[src/rtl/fpt_pkg.sv]
package fpt_pkg;

    typedef enum logic [1:0] {
        ST_IDLE    = 2'd0,
        ST_ARMED   = 2'd1,
        ST_BACKLOG = 2'd2
    } fpt_state_e;

    typedef enum logic [2:0] {
        EV_NONE  = 3'd0,
        EV_FRAME = 3'd1,
        EV_ACK   = 3'd2,
        EV_BOTH  = 3'd3,
        EV_CLEAR = 3'd4
    } fpt_event_e;

    typedef enum logic [2:0] {
        CC_HOLD = 3'd0,
        CC_INC  = 3'd1,
        CC_DEC  = 3'd2,
        CC_WRAP = 3'd3,
        CC_CLR  = 3'd4
    } fpt_cnt_cmd_e;

endpackage

[src/rtl/fpt_event_decode.sv]
module fpt_event_decode
    import fpt_pkg::*;
(
    input  logic       frm_done,
    input  logic       ack_wr,
    input  logic       clr_cmd,
    output fpt_event_e ev
);
    always_comb begin
        if (clr_cmd)
            ev = EV_CLEAR;
        else if (frm_done && ack_wr)
            ev = EV_BOTH;
        else if (frm_done)
            ev = EV_FRAME;
        else if (ack_wr)
            ev = EV_ACK;
        else
            ev = EV_NONE;
    end
endmodule

[src/rtl/fpt_counter.sv]
module fpt_counter
    import fpt_pkg::*;
#(
    parameter int CNT_W = 4
) (
    input  logic             clk,
    input  logic             rst_n,
    input  fpt_cnt_cmd_e     cmd,
    output logic [CNT_W-1:0] count,
    output logic             is_zero,
    output logic             is_one,
    output logic             is_full
);
    localparam logic [CNT_W-1:0] CNT_MAX = {CNT_W{1'b1}};
    localparam logic [CNT_W-1:0] CNT_ONE = {{(CNT_W-1){1'b0}}, 1'b1};

    always_ff @(posedge clk) begin
        if (!rst_n) begin
            count <= '0;
        end else begin
            unique case (cmd)
                CC_INC:  count <= count + CNT_ONE;
                CC_DEC:  count <= count - CNT_ONE;
                CC_WRAP: count <= '0;
                CC_CLR:  count <= '0;
                default: count <= count;
            endcase
        end
    end

    assign is_zero = (count == '0);
    assign is_one  = (count == CNT_ONE);
    assign is_full = (count == CNT_MAX);
endmodule

[src/rtl/fpt_ctrl.sv]
module fpt_ctrl
    import fpt_pkg::*;
(
    input  logic         clk,
    input  logic         rst_n,
    input  fpt_event_e   ev,
    input  logic         active,
    input  logic         cnt_zero,
    input  logic         cnt_one,
    input  logic         cnt_full,
    output fpt_state_e   state,
    output fpt_cnt_cmd_e cnt_cmd,
    output logic         ovf_flag,
    output logic         stop_req
);
    fpt_state_e state_nx;
    logic       ovf_set;
    logic       ovf_clr;

    // state register
    always_ff @(posedge clk) begin
        if (!rst_n)
            state <= ST_IDLE;
        else
            state <= state_nx;
    end

    // next state and outputs
    always_comb begin
        state_nx = state;
        cnt_cmd  = CC_HOLD;
        ovf_set  = 1'b0;
        ovf_clr  = 1'b0;
        if (ev == EV_CLEAR) begin
            // CLEAR_ALL
            state_nx = ST_IDLE;
            cnt_cmd  = CC_CLR;
            ovf_clr  = 1'b1;
        end else begin
            unique case (state)
                ST_IDLE: begin
                    if (ev == EV_FRAME || (ev == EV_BOTH && !active))
                        state_nx = ST_ARMED;                 // FRAME_RAISE
                end
                ST_ARMED, ST_BACKLOG: begin
                    if (ev == EV_FRAME && active) begin
                        if (cnt_full) begin                  // FRAME_WRAP
                            cnt_cmd  = CC_WRAP;
                            ovf_set  = 1'b1;
                            state_nx = ST_ARMED;
                        end else begin                       // FRAME_QUEUE
                            cnt_cmd  = CC_INC;
                            state_nx = ST_BACKLOG;
                        end
                    end else if (ev == EV_ACK) begin
                        if (!active || cnt_zero) begin
                            state_nx = ST_IDLE;              // ACK_RELEASE
                        end else begin                       // ACK_CONSUME
                            cnt_cmd  = CC_DEC;
                            state_nx = cnt_one ? ST_ARMED : ST_BACKLOG;
                        end
                    end
                end
                default: state_nx = ST_IDLE;
            endcase
        end
    end

    always_ff @(posedge clk) begin
        if (!rst_n) begin
            ovf_flag <= 1'b0;
            stop_req <= 1'b0;
        end else begin
            stop_req <= ovf_set;
            if (ovf_clr)
                ovf_flag <= 1'b0;
            else if (ovf_set)
                ovf_flag <= 1'b1;
        end
    end
endmodule

[src/rtl/frame_pend_tracker.sv]
module frame_pend_tracker
    import fpt_pkg::*;
#(
    parameter int CNT_W = 4,
    parameter int REG_W = 8
) (
    input  logic             clk,
    input  logic             rst_n,
    input  logic             frm_done,
    input  logic             ack_wr,
    input  logic             clr_cmd,
    input  logic             cnt_en,
    input  logic             chained_mode,
    input  logic             ovf_ie,
    output logic             eom_flag,
    output logic             ovf_flag,
    output logic             ovf_irq,
    output logic             stop_req,
    output logic [REG_W-1:0] cnt_reg
);
    localparam int PAD_W = REG_W - CNT_W;

    fpt_event_e       ev;
    fpt_cnt_cmd_e     cnt_cmd;
    fpt_state_e       state;
    logic [CNT_W-1:0] count;
    logic             cnt_zero;
    logic             cnt_one;
    logic             cnt_full;
    logic             active;

    assign active = cnt_en & chained_mode;

    fpt_event_decode u_dec (
        .frm_done (frm_done),
        .ack_wr   (ack_wr),
        .clr_cmd  (clr_cmd),
        .ev       (ev)
    );

    fpt_counter #(.CNT_W(CNT_W)) u_cnt (
        .clk     (clk),
        .rst_n   (rst_n),
        .cmd     (cnt_cmd),
        .count   (count),
        .is_zero (cnt_zero),
        .is_one  (cnt_one),
        .is_full (cnt_full)
    );

    fpt_ctrl u_ctrl (
        .clk      (clk),
        .rst_n    (rst_n),
        .ev       (ev),
        .active   (active),
        .cnt_zero (cnt_zero),
        .cnt_one  (cnt_one),
        .cnt_full (cnt_full),
        .state    (state),
        .cnt_cmd  (cnt_cmd),
        .ovf_flag (ovf_flag),
        .stop_req (stop_req)
    );

    assign eom_flag = (state != ST_IDLE);
    assign ovf_irq  = ovf_flag & ovf_ie;
    assign cnt_reg  = chained_mode ? {{PAD_W{1'b0}}, count} : '0;
endmodule

[config.mk]
export PLATFORM = sky130hd
export DESIGN_NAME = frame_pend_tracker
export DESIGN_NICKNAME = d
export VERILOG_FILES = /design/src/rtl/fpt_pkg.sv /design/src/rtl/fpt_event_decode.sv /design/src/rtl/fpt_counter.sv /design/src/rtl/fpt_ctrl.sv /design/src/rtl/frame_pend_tracker.sv
export SDC_FILE = /design/constraint.sdc
export NUM_CORES = 1
export LEC_CHECK = 0
export CORE_AREA = 5 5 47 49
export CTS_CLUSTER_SIZE = 20
export DETAILED_ROUTE_END_ITERATION = 8
export DIE_AREA = 0 0 52 54
export HOLD_SLACK_MARGIN = 0.1
export PLACE_DENSITY = 0.87
export SLEW_MARGIN = 30
export SYNTH_ARGS = -nofsm -noshare
export SYNTH_HDL_FRONTEND = slang
export SYNTH_SLANG_ARGS = --single-unit
[constraint.sdc]
create_clock -name clk -period 2.5 [get_ports clk]
set_input_delay 0.75 -clock clk [delete_from_list [all_inputs] [get_ports clk]]
set_output_delay 0.75 -clock clk [all_outputs]
set_load 0.01 [all_outputs]
# After elaboration in Yosys (flattened, before gate mapping)
# Index checks and enable logic that the tools add are counted.
# word_totals
in_bits	8
output_inout_bits	12
elab_cells	62
register_bits	8
# op_classes
n_bitwise	3
n_reduce_logical	15
n_addsub	2
n_mux	24
eq_ne	14
# ops
cell	count
$mux W3	7
$mux W2	9
$eq A3 B2 Y1 const B	4
$pmux W4 S3	1
$reduce_or A2 Y1	4
$eq A3 B1 Y1 const B	2
$eq A3 B3 Y1 const B	2
$mux W1	5
$add A4 B1 Y4 const B	1
$eq A4 B1 Y1 const B	1
$eq A4 B4 Y1 const B	1
$logic_not A4 Y1	1
$mux W4	1
$pmux W2 S2	1
$sub A4 B1 Y4 const B	1
$logic_and A1 B1 Y1	3
$ne A3 B1 Y1 const B	1
$reduce_bool A3 Y1	1
$and A1 B1 Y1	2
$eq A2 B1 Y1 const B	1
$eq A2 B2 Y1 const B	1
$logic_not A2 Y1	1
$logic_or A1 B1 Y1	2
$ne A2 B1 Y1 const B	1
4 further kinds	4

# Longest topological paths before layout
# Gate-level depths: netlist of run 1.
# depth
depth_word	12
depth_mapped	6
depth_no_buf	6

# Modules after synthesis
# Synthesis of run 1 repeated with hierarchy kept, for this count alone.
# unflattened
hier_cells	102
area_unflattened_um2	793.3
# modules_own_cells
mod	n_inst	cells_per_inst	area_per_inst_um2	seq_area_each_um2
fpt_counter	1	47	370.4	80.1
fpt_ctrl	1	40	325.3	80.1
frame_pend_tracker	1	12	77.6	0.0
fpt_event_decode	1	3	20.0	0.0

# Worst setup path after synthesis of run 1
# No wires, ideal clock.
# synth_path
kind	input port to flip-flop
from	input port clr_cmd
to	register u_cnt.count[0]
t_required_ns	2.374
path_buffers	0
slack_ns	0.725
path_stages	4
setup_ns	0.126
arrival_time_ns	1.649
path_cell_list	nand4bb_2 a211oi_4 o21ai_0 nor4b_2
# synth_between
elab_chain_len	9
word_cells_on_any_way	16
cone_classes	eq/ne (7); mux (6); reduce/logical (3)
# synth_lines
element	line	source
from (decl)	frame_pend_tracker.sv:11	input logic clr_cmd,
$mux W3 *	fpt_event_decode.sv:10	if (clr_cmd)
$eq A3 B2 Y1 or $eq A3 B1 Y1 (tied branches)	fpt_ctrl.sv:55, fpt_ctrl.sv:46	
$mux W3 or $logic_and A1 B1 Y1 (tied branches)	fpt_ctrl.sv:55, fpt_ctrl.sv:46	
$mux W3	fpt_ctrl.sv:46	if (ev == EV_FRAME && active) begin
$mux W3	fpt_ctrl.sv:40	unique case (state)
$mux W3 *	fpt_ctrl.sv:34	if (ev == EV_CLEAR) begin
$eq A3 B2 Y1 or $eq A3 B3 Y1 (tied branches)	fpt_counter.sv:21	unique case (cmd)
$reduce_or A2 Y1 (no line)	-	
$pmux W4 S3 or $reduce_bool A3 Y1 (tied branches)	-	
to (signal assigned)	fpt_counter.sv:22	CC_INC: count <= count + CNT_ONE;
to (signal assigned)	fpt_counter.sv:23	CC_DEC: count <= count - CNT_ONE;
to (signal assigned)	fpt_counter.sv:26	default: count <= count;
to (decl)	fpt_counter.sv:9	output logic [CNT_W-1:0] count,
# Mark *: on every way between the ends. The rest lies on a longest branch, timed or not.
# A chain may end at the register's enable or synchronous reset.

# Final worst setup path of run 1
# layout_path
from	input port chained_mode
to	output port cnt_reg[0]
# layout_between
elab_chain_len	1
# layout_lines
element	line	source
from (decl)	frame_pend_tracker.sv:13	input logic chained_mode,
$mux W4	frame_pend_tracker.sv:67	assign cnt_reg = chained_mode ? {{PAD_W{1'b0}}, count} : '0;
to (decl)	frame_pend_tracker.sv:19	output logic [REG_W-1:0] cnt_reg
# Every way passes these cells.

==> results of run 1 <==
registers in the layout, indices dropped and copies added, names as in the netlist:
register and count:
u_cnt.count 4, u_ctrl.state 2, u_ctrl.ovf_flag 1, u_ctrl.stop_req 1
per-layer routing:
| metal | vias up | global-route usage, % | part of all wire [%] |
|---|---|---|---|
| met5 | - | 0 | 0 |
| met4 | 0 | 1.31 | 0 |
| met3 | 0 | 4.43 | 5.6 |
| met2 | 23 | 23.0 | 51 |
| met1 | 330 | 17.4 | 43 |
| li1 | 356 | - | - |
stage by stage:
stage | cell area [sq um] | TNS (ns) | setup WS [ns] | hold WS [ns] | power [mW]
6_report | 967 | 0 | 0.0547 | 0.496 | 0.322
3_3_place_gp | 951 | -0.845 | -0.193 | 0.480 | 0.225
2_1_floorplan | 793 | 0 | 0.725 | 0.492 | 0.198
3_5_place_dp | 951 | -0.963 | -0.217 | 0.488 | 0.228
5_1_grt | 967 | 0 | 0.0220 | 0.532 | 0.347
4_1_cts | 967 | 0 | 0.0540 | 0.500 | 0.327
cells in the final DEF (no fill, tap or decap), drive strengths merged, types with 2 or more instances in the layout:
| cell | Yosys | final |
|---|---|---|
| clkdlybuf4s50 | 0 | 10 |
| o21ai | 2 | 2 |
| nor4b | 2 | 2 |
| o2111ai | 3 | 3 |
| nor3 | 6 | 6 |
| nor2b | 2 | 2 |
| nand3 | 2 | 2 |
| nor3b | 2 | 2 |
| dfxtp | 8 | 8 |
| ha | 6 | 6 |
| nor2 | 3 | 3 |
| buf | 5 | 2 |
| dlygate4sd2 | 0 | 5 |
| xor2 | 3 | 3 |
| inv | 6 | 6 |
| a21oi | 2 | 2 |
| clkbuf | 0 | 3 |
| conb | 1 | 4 |
| o31ai | 3 | 3 |
| o21a | 3 | 3 |
| a21o | 2 | 2 |
| nand2 | 2 | 2 |
| and2 | 7 | 7 |
area by class of cell:
type / instances / share of cell area (%)
Sequential cell: 8 / 16.6
Inverter: 6 / 2.33
Multi-Input combinational cell: 70 / 58.9
Tap cell: 27 / 3.49
Clock buffer: 3 / 2.33
Timing Repair Buffer: 17 / 16.4
logic make-up after synthesis:
logic type      Yosys count  synth area share [%]
simple gates             35                  34.2
compound gates           21                  22.6
buf+inv                  11                  8.16
flops                     8                  20.5
fa+ha+maj                 6                  9.60
xor+xnor                  4                  4.48
other cells               1                 0.480
worst paths after layout:
| kind | from | endpoint | slack [ns] | cells past startpoint |
|---|---|---|---|---|
| min reg2reg | u_ctrl.ovf_flag | u_ctrl.ovf_flag | 0.50 | 2 |
| max | chained_mode | cnt_reg[0] | 0.05 | 3 |
| max reg2reg | u_ctrl.state[0] | u_cnt.count[1] | 0.61 | 6 |
| min | u_ctrl.ovf_flag | u_ctrl.ovf_flag | 0.50 | 2 |
critical path, cell delays in order:
cell and delay, ns:
clkdlybuf4s50_1 0.53, and2_1 0.15, dlygate4sd2_1 0.26
power by group:
part / switching [mW] / internal (mW)
Sequential: 0.00760 / 0.132
Combinational: 0.0447 / 0.0402
Clock: 0.0425 / 0.0548
Total: 0.0947 / 0.227
repair_timing:
item | CTS | global route
hold endpoints to repair | 0 | 0
gates resized for setup | 5 | 0
setup endpoints to repair | 5 | 0
==> results.yml, run 1 <==
outcome:
  outcome: "finished, final reports clean"
hold_path:
  hp-class: "flip-flop to flip-flop"
grt:
  antenna_found_initial: 0
  grt_pass1_vias: 663
  grt_max_degree: 11
  gr-usage-all-layers_pct: 13.6
  grt_pass1_wl_um: 2900
  grt_overflow: 0
synth:
  synth_area_leaders: "dfxtp_1 (20%), ha_1 (9.6%), and2_1 (5.6%)"
  synth_top_area_share_pct: 20.5
  synth_seq_area_share_pct: 20.5
  ys.warnings.count: 0
  synth.avg_cell_area_sq_um: 9.09
  ys_ff_latch: 8
  synth_cell_types: 41
  syn_inst: 86
  yosysTopAreaCell: "dfxtp_1"
  async_reset_ff_share_pct: 0
  synth_common_cells: "dfxtp_1 (8), and2_1 (7), ha_1 (6), inv_1 (6)"
  synth_area_sq_um: 782
  yosysMostFrequentCell: "dfxtp_1"
  synth_ff_type: "dfxtp_1"
  synth_edf_count: 0
floorplan:
  die_area_sq_mm: 0.00281
  row_count: 16
  core_sq_mm: 0.00182
  die_h_um: 54
  io_pins: 20
  die_width_um: 52
  start_util_pct: 42.9
clock_tree:
  htreeDepth: 1
  postCtsHoldBufs: 0
  path_clk_slew_ns: 0.05
  clock_sinks: 8
  clock_latency_ns: 0.25
  root_buffer: "clkbuf_4"
  cts_setup_buffers: 0
  cts_buffers: 3
  cts_tree: "done"
  cts_max_path_buffers: 2
timing:
  setup_viol: 0
  period_needed_ns: 2.45
  max_freq_ghz: 0.409
  rsz0062_at_grt: "false"
  clock_skew_ns: 0.00227
  finalHoldViolations: 0
  min_period_over_period_pct: 97.8
  final_max_slew_viol_count: 0
layout:
  multi_input_area_sq_um: 569
  fillCellCount: 168
  stdcell_count: 131
  drive_gt1_share_pct: 16.3
  area_delta_synth_final_pct: 23.7
  postLayoutCoreUtil_pct: 53.1
  diodes: 0
  final_nets: 120
  seq_area_sq_um: 160
route:
  wl_per_cell_um: 13.0
  drt-vias-per-instance: 5.41
  drc: 0
  drt_iter0_drc: 9
  via_count: 709
  ant_nets: 0
  routed_wl_um: 1700
  first_pass_iters: 4
placed_design:
  dpl.hpwl_um: 1410
  gp_congestion: 0.818
  io_buffer_count: 15
  placed_cells: 128
critical_path:
  worst_setup_path_end_kind: "primary output"
  worstPathArrival_ns: 1.70
  required_ns: 1.75
  worstSetupPathType: "primary input to primary output"
  critPathMaxFanout: 5
  critPathLaunchType: "primary input"
power_and_ir_drop:
  p_per_area_mw_per_mm2: 333
  vdd_drop_max_uv: 226
  leakagePower_nw: 0.400
job:
  max-cap-violations: 0
Power figures use the tool's default switching activity.
==> inputs of run 2 (changes only) <==
--- a/config.mk
+++ b/config.mk
@@ -6,10 +6,10 @@
 export NUM_CORES = 1
 export LEC_CHECK = 0
 export CORE_AREA = 5 5 47 49
+export CTS_CLUSTER_DIAMETER = 60
 export CTS_CLUSTER_SIZE = 20
 export DETAILED_ROUTE_END_ITERATION = 8
 export DIE_AREA = 0 0 52 54
-export HOLD_SLACK_MARGIN = 0.1
 export PLACE_DENSITY = 0.87
 export SLEW_MARGIN = 30
 export SYNTH_ARGS = -nofsm -noshare
==> results of run 2 <==
The final DEF is identical to that of run 1; final timing and power are the same.
==> inputs of run 3 (changes only) <==
--- a/config.mk
+++ b/config.mk
@@ -10,6 +10,7 @@
 export CTS_CLUSTER_SIZE = 20
 export DETAILED_ROUTE_END_ITERATION = 8
 export DIE_AREA = 0 0 52 54
+export MAX_ROUTING_LAYER = met4
 export PLACE_DENSITY = 0.87
 export SLEW_MARGIN = 30
 export SYNTH_ARGS = -nofsm -noshare
==> run 3 against run 2 <==
Worst setup slack hardly changed; wire length decreased by 0.65%; fmax hardly changed; global-route usage rose by 0.39 points; total power decreased by 0.11%; critical path type unchanged; non-clock buffer count unchanged.
==> results.yml, run 3 (synthesis results as in run 1) <==
outcome:
  outcome: "finished, final reports clean"
timing:
  setup_viol: 0
  clock_skew_ns: 0.00206
  min_period_over_period_pct: 97.8
  finalHoldViolations: 0
  final_max_slew_viol_count: 0
  period_needed_ns: 2.45
  rsz0062_at_grt: "false"
  whs_ns: 0.496
  max_freq_ghz: 0.409
clock_tree:
  path_clk_slew_ns: 0.05
  cts_max_path_buffers: 2
  clock_latency_ns: 0.25
  root_buffer: "clkbuf_4"
  cts_buffers: 3
  clock_sinks: 8
  cts_setup_buffers: 0
  htreeDepth: 1
  ctsResizeCount: 5
  postCtsHoldBufs: 0
  cts_tree: "done"
route:
  via_count: 709
  routed_wl_um: 1690
  wl_met2_um: 871
  wl_per_cell_um: 12.9
  m1WireLength_um: 710
  first_pass_iters: 4
  drt_iter0_drc: 8
  drc: 0
  ant_nets: 0
  drt-vias-per-instance: 5.41
  top_layer: "met3"
  route.met3.wl_um: 110
critical_path:
  critPathLaunchType: "primary input"
  worstPathArrival_ns: 1.70
  worstSetupPathType: "primary input to primary output"
  worst_setup_path_end_kind: "primary output"
  required_ns: 1.75
  critPathMaxFanout: 5
job:
  max-cap-violations: 0
grt:
  grt_overflow: 0
  antenna_found_initial: 0
  gr-usage-all-layers_pct: 14.0
  grt_pass1_wl_um: 2900
  grt_max_degree: 11
  grt_pass1_vias: 667
floorplan:
  io_pins: 20
  core_sq_mm: 0.00182
  row_count: 16
  die_area_sq_mm: 0.00281
  die_h_um: 54
  start_util_pct: 42.9
  die_width_um: 52
layout:
  final_nets: 120
  design_area_sq_um: 967
  mostFrequentLayoutCell: "clkdlybuf4s50_1"
  largest_reg_flops: 4
  area_delta_synth_final_pct: 23.7
  reg_top3: "u_cnt.count (4), u_ctrl.state (2)"
  postLayoutCoreUtil_pct: 53.1
  diodes: 0
  layout_common_cells: "clkdlybuf4s50_1 (10), dfxtp_1 (8), and2_1 (7)"
  drive_gt1_share_pct: 16.3
  top_register: "u_cnt.count"
  stdcell_count: 131
power_and_ir_drop:
  leakagePower_nw: 0.400
  vdd_drop_max_uv: 225
  p_per_area_mw_per_mm2: 332
placed_design:
  dpl-instance-area_sq_um: 951
  io_buffer_count: 15
  placed_cells: 128
  dpl.hpwl_um: 1410
  gp_congestion: 0.830
hold_path:
  hp-class: "flip-flop to flip-flop"
-- run 3: report_power, final --
group | total [mW] | internal [mW] | leakage [nW] | switching, mW
clock | 0.0972 | 0.0548 | 0.0138 | 0.0423
sequential | 0.139 | 0.132 | 0.0652 | 0.00745
combinational | 0.0848 | 0.0402 | 0.321 | 0.0446
-- run 3: per-layer routing --
layer | vias up | track usage, %
met1 | 328 | 17.4
li1 | 356 | -
met4 | 0 | 1.31
met5 | - | -
met2 | 25 | 23.0
met3 | 0 | 4.43
-- run 3: final timing paths --
path,cells after the start,start,slack [ns],endpoint
worst min-delay path,2,u_ctrl.ovf_flag,0.50,u_ctrl.ovf_flag
worst min register to register,2,u_ctrl.ovf_flag,0.50,u_ctrl.ovf_flag
worst max register to register,6,u_ctrl.state[0],0.61,u_cnt.count[1]
worst max-delay path,3,chained_mode,0.05,cnt_reg[0]
-- run 3: cell type report --
type	instances	area, sq um
fill	168	855
inverter	6	22.5
timing repair buffer	17	159
multi-input combinational	70	569
clock buffer	3	22.5
tap	27	33.8
sequential	8	160
-- run 3: through the flow --
step	worst slack, ns	TNS (ns)	power, mW
after floorplan	0.725	0	0.198
after global routing	0.0220	0	0.347
after CTS	0.0540	0	0.327
after global placement	-0.193	-0.845	0.225
after detailed placement	-0.217	-0.963	0.228
final	0.0548	0	0.321
-- run 3: worst max-delay path: stages --
cell and delay, ns:
clkdlybuf4s50_1 0.53, and2_1 0.15, dlygate4sd2_1 0.26
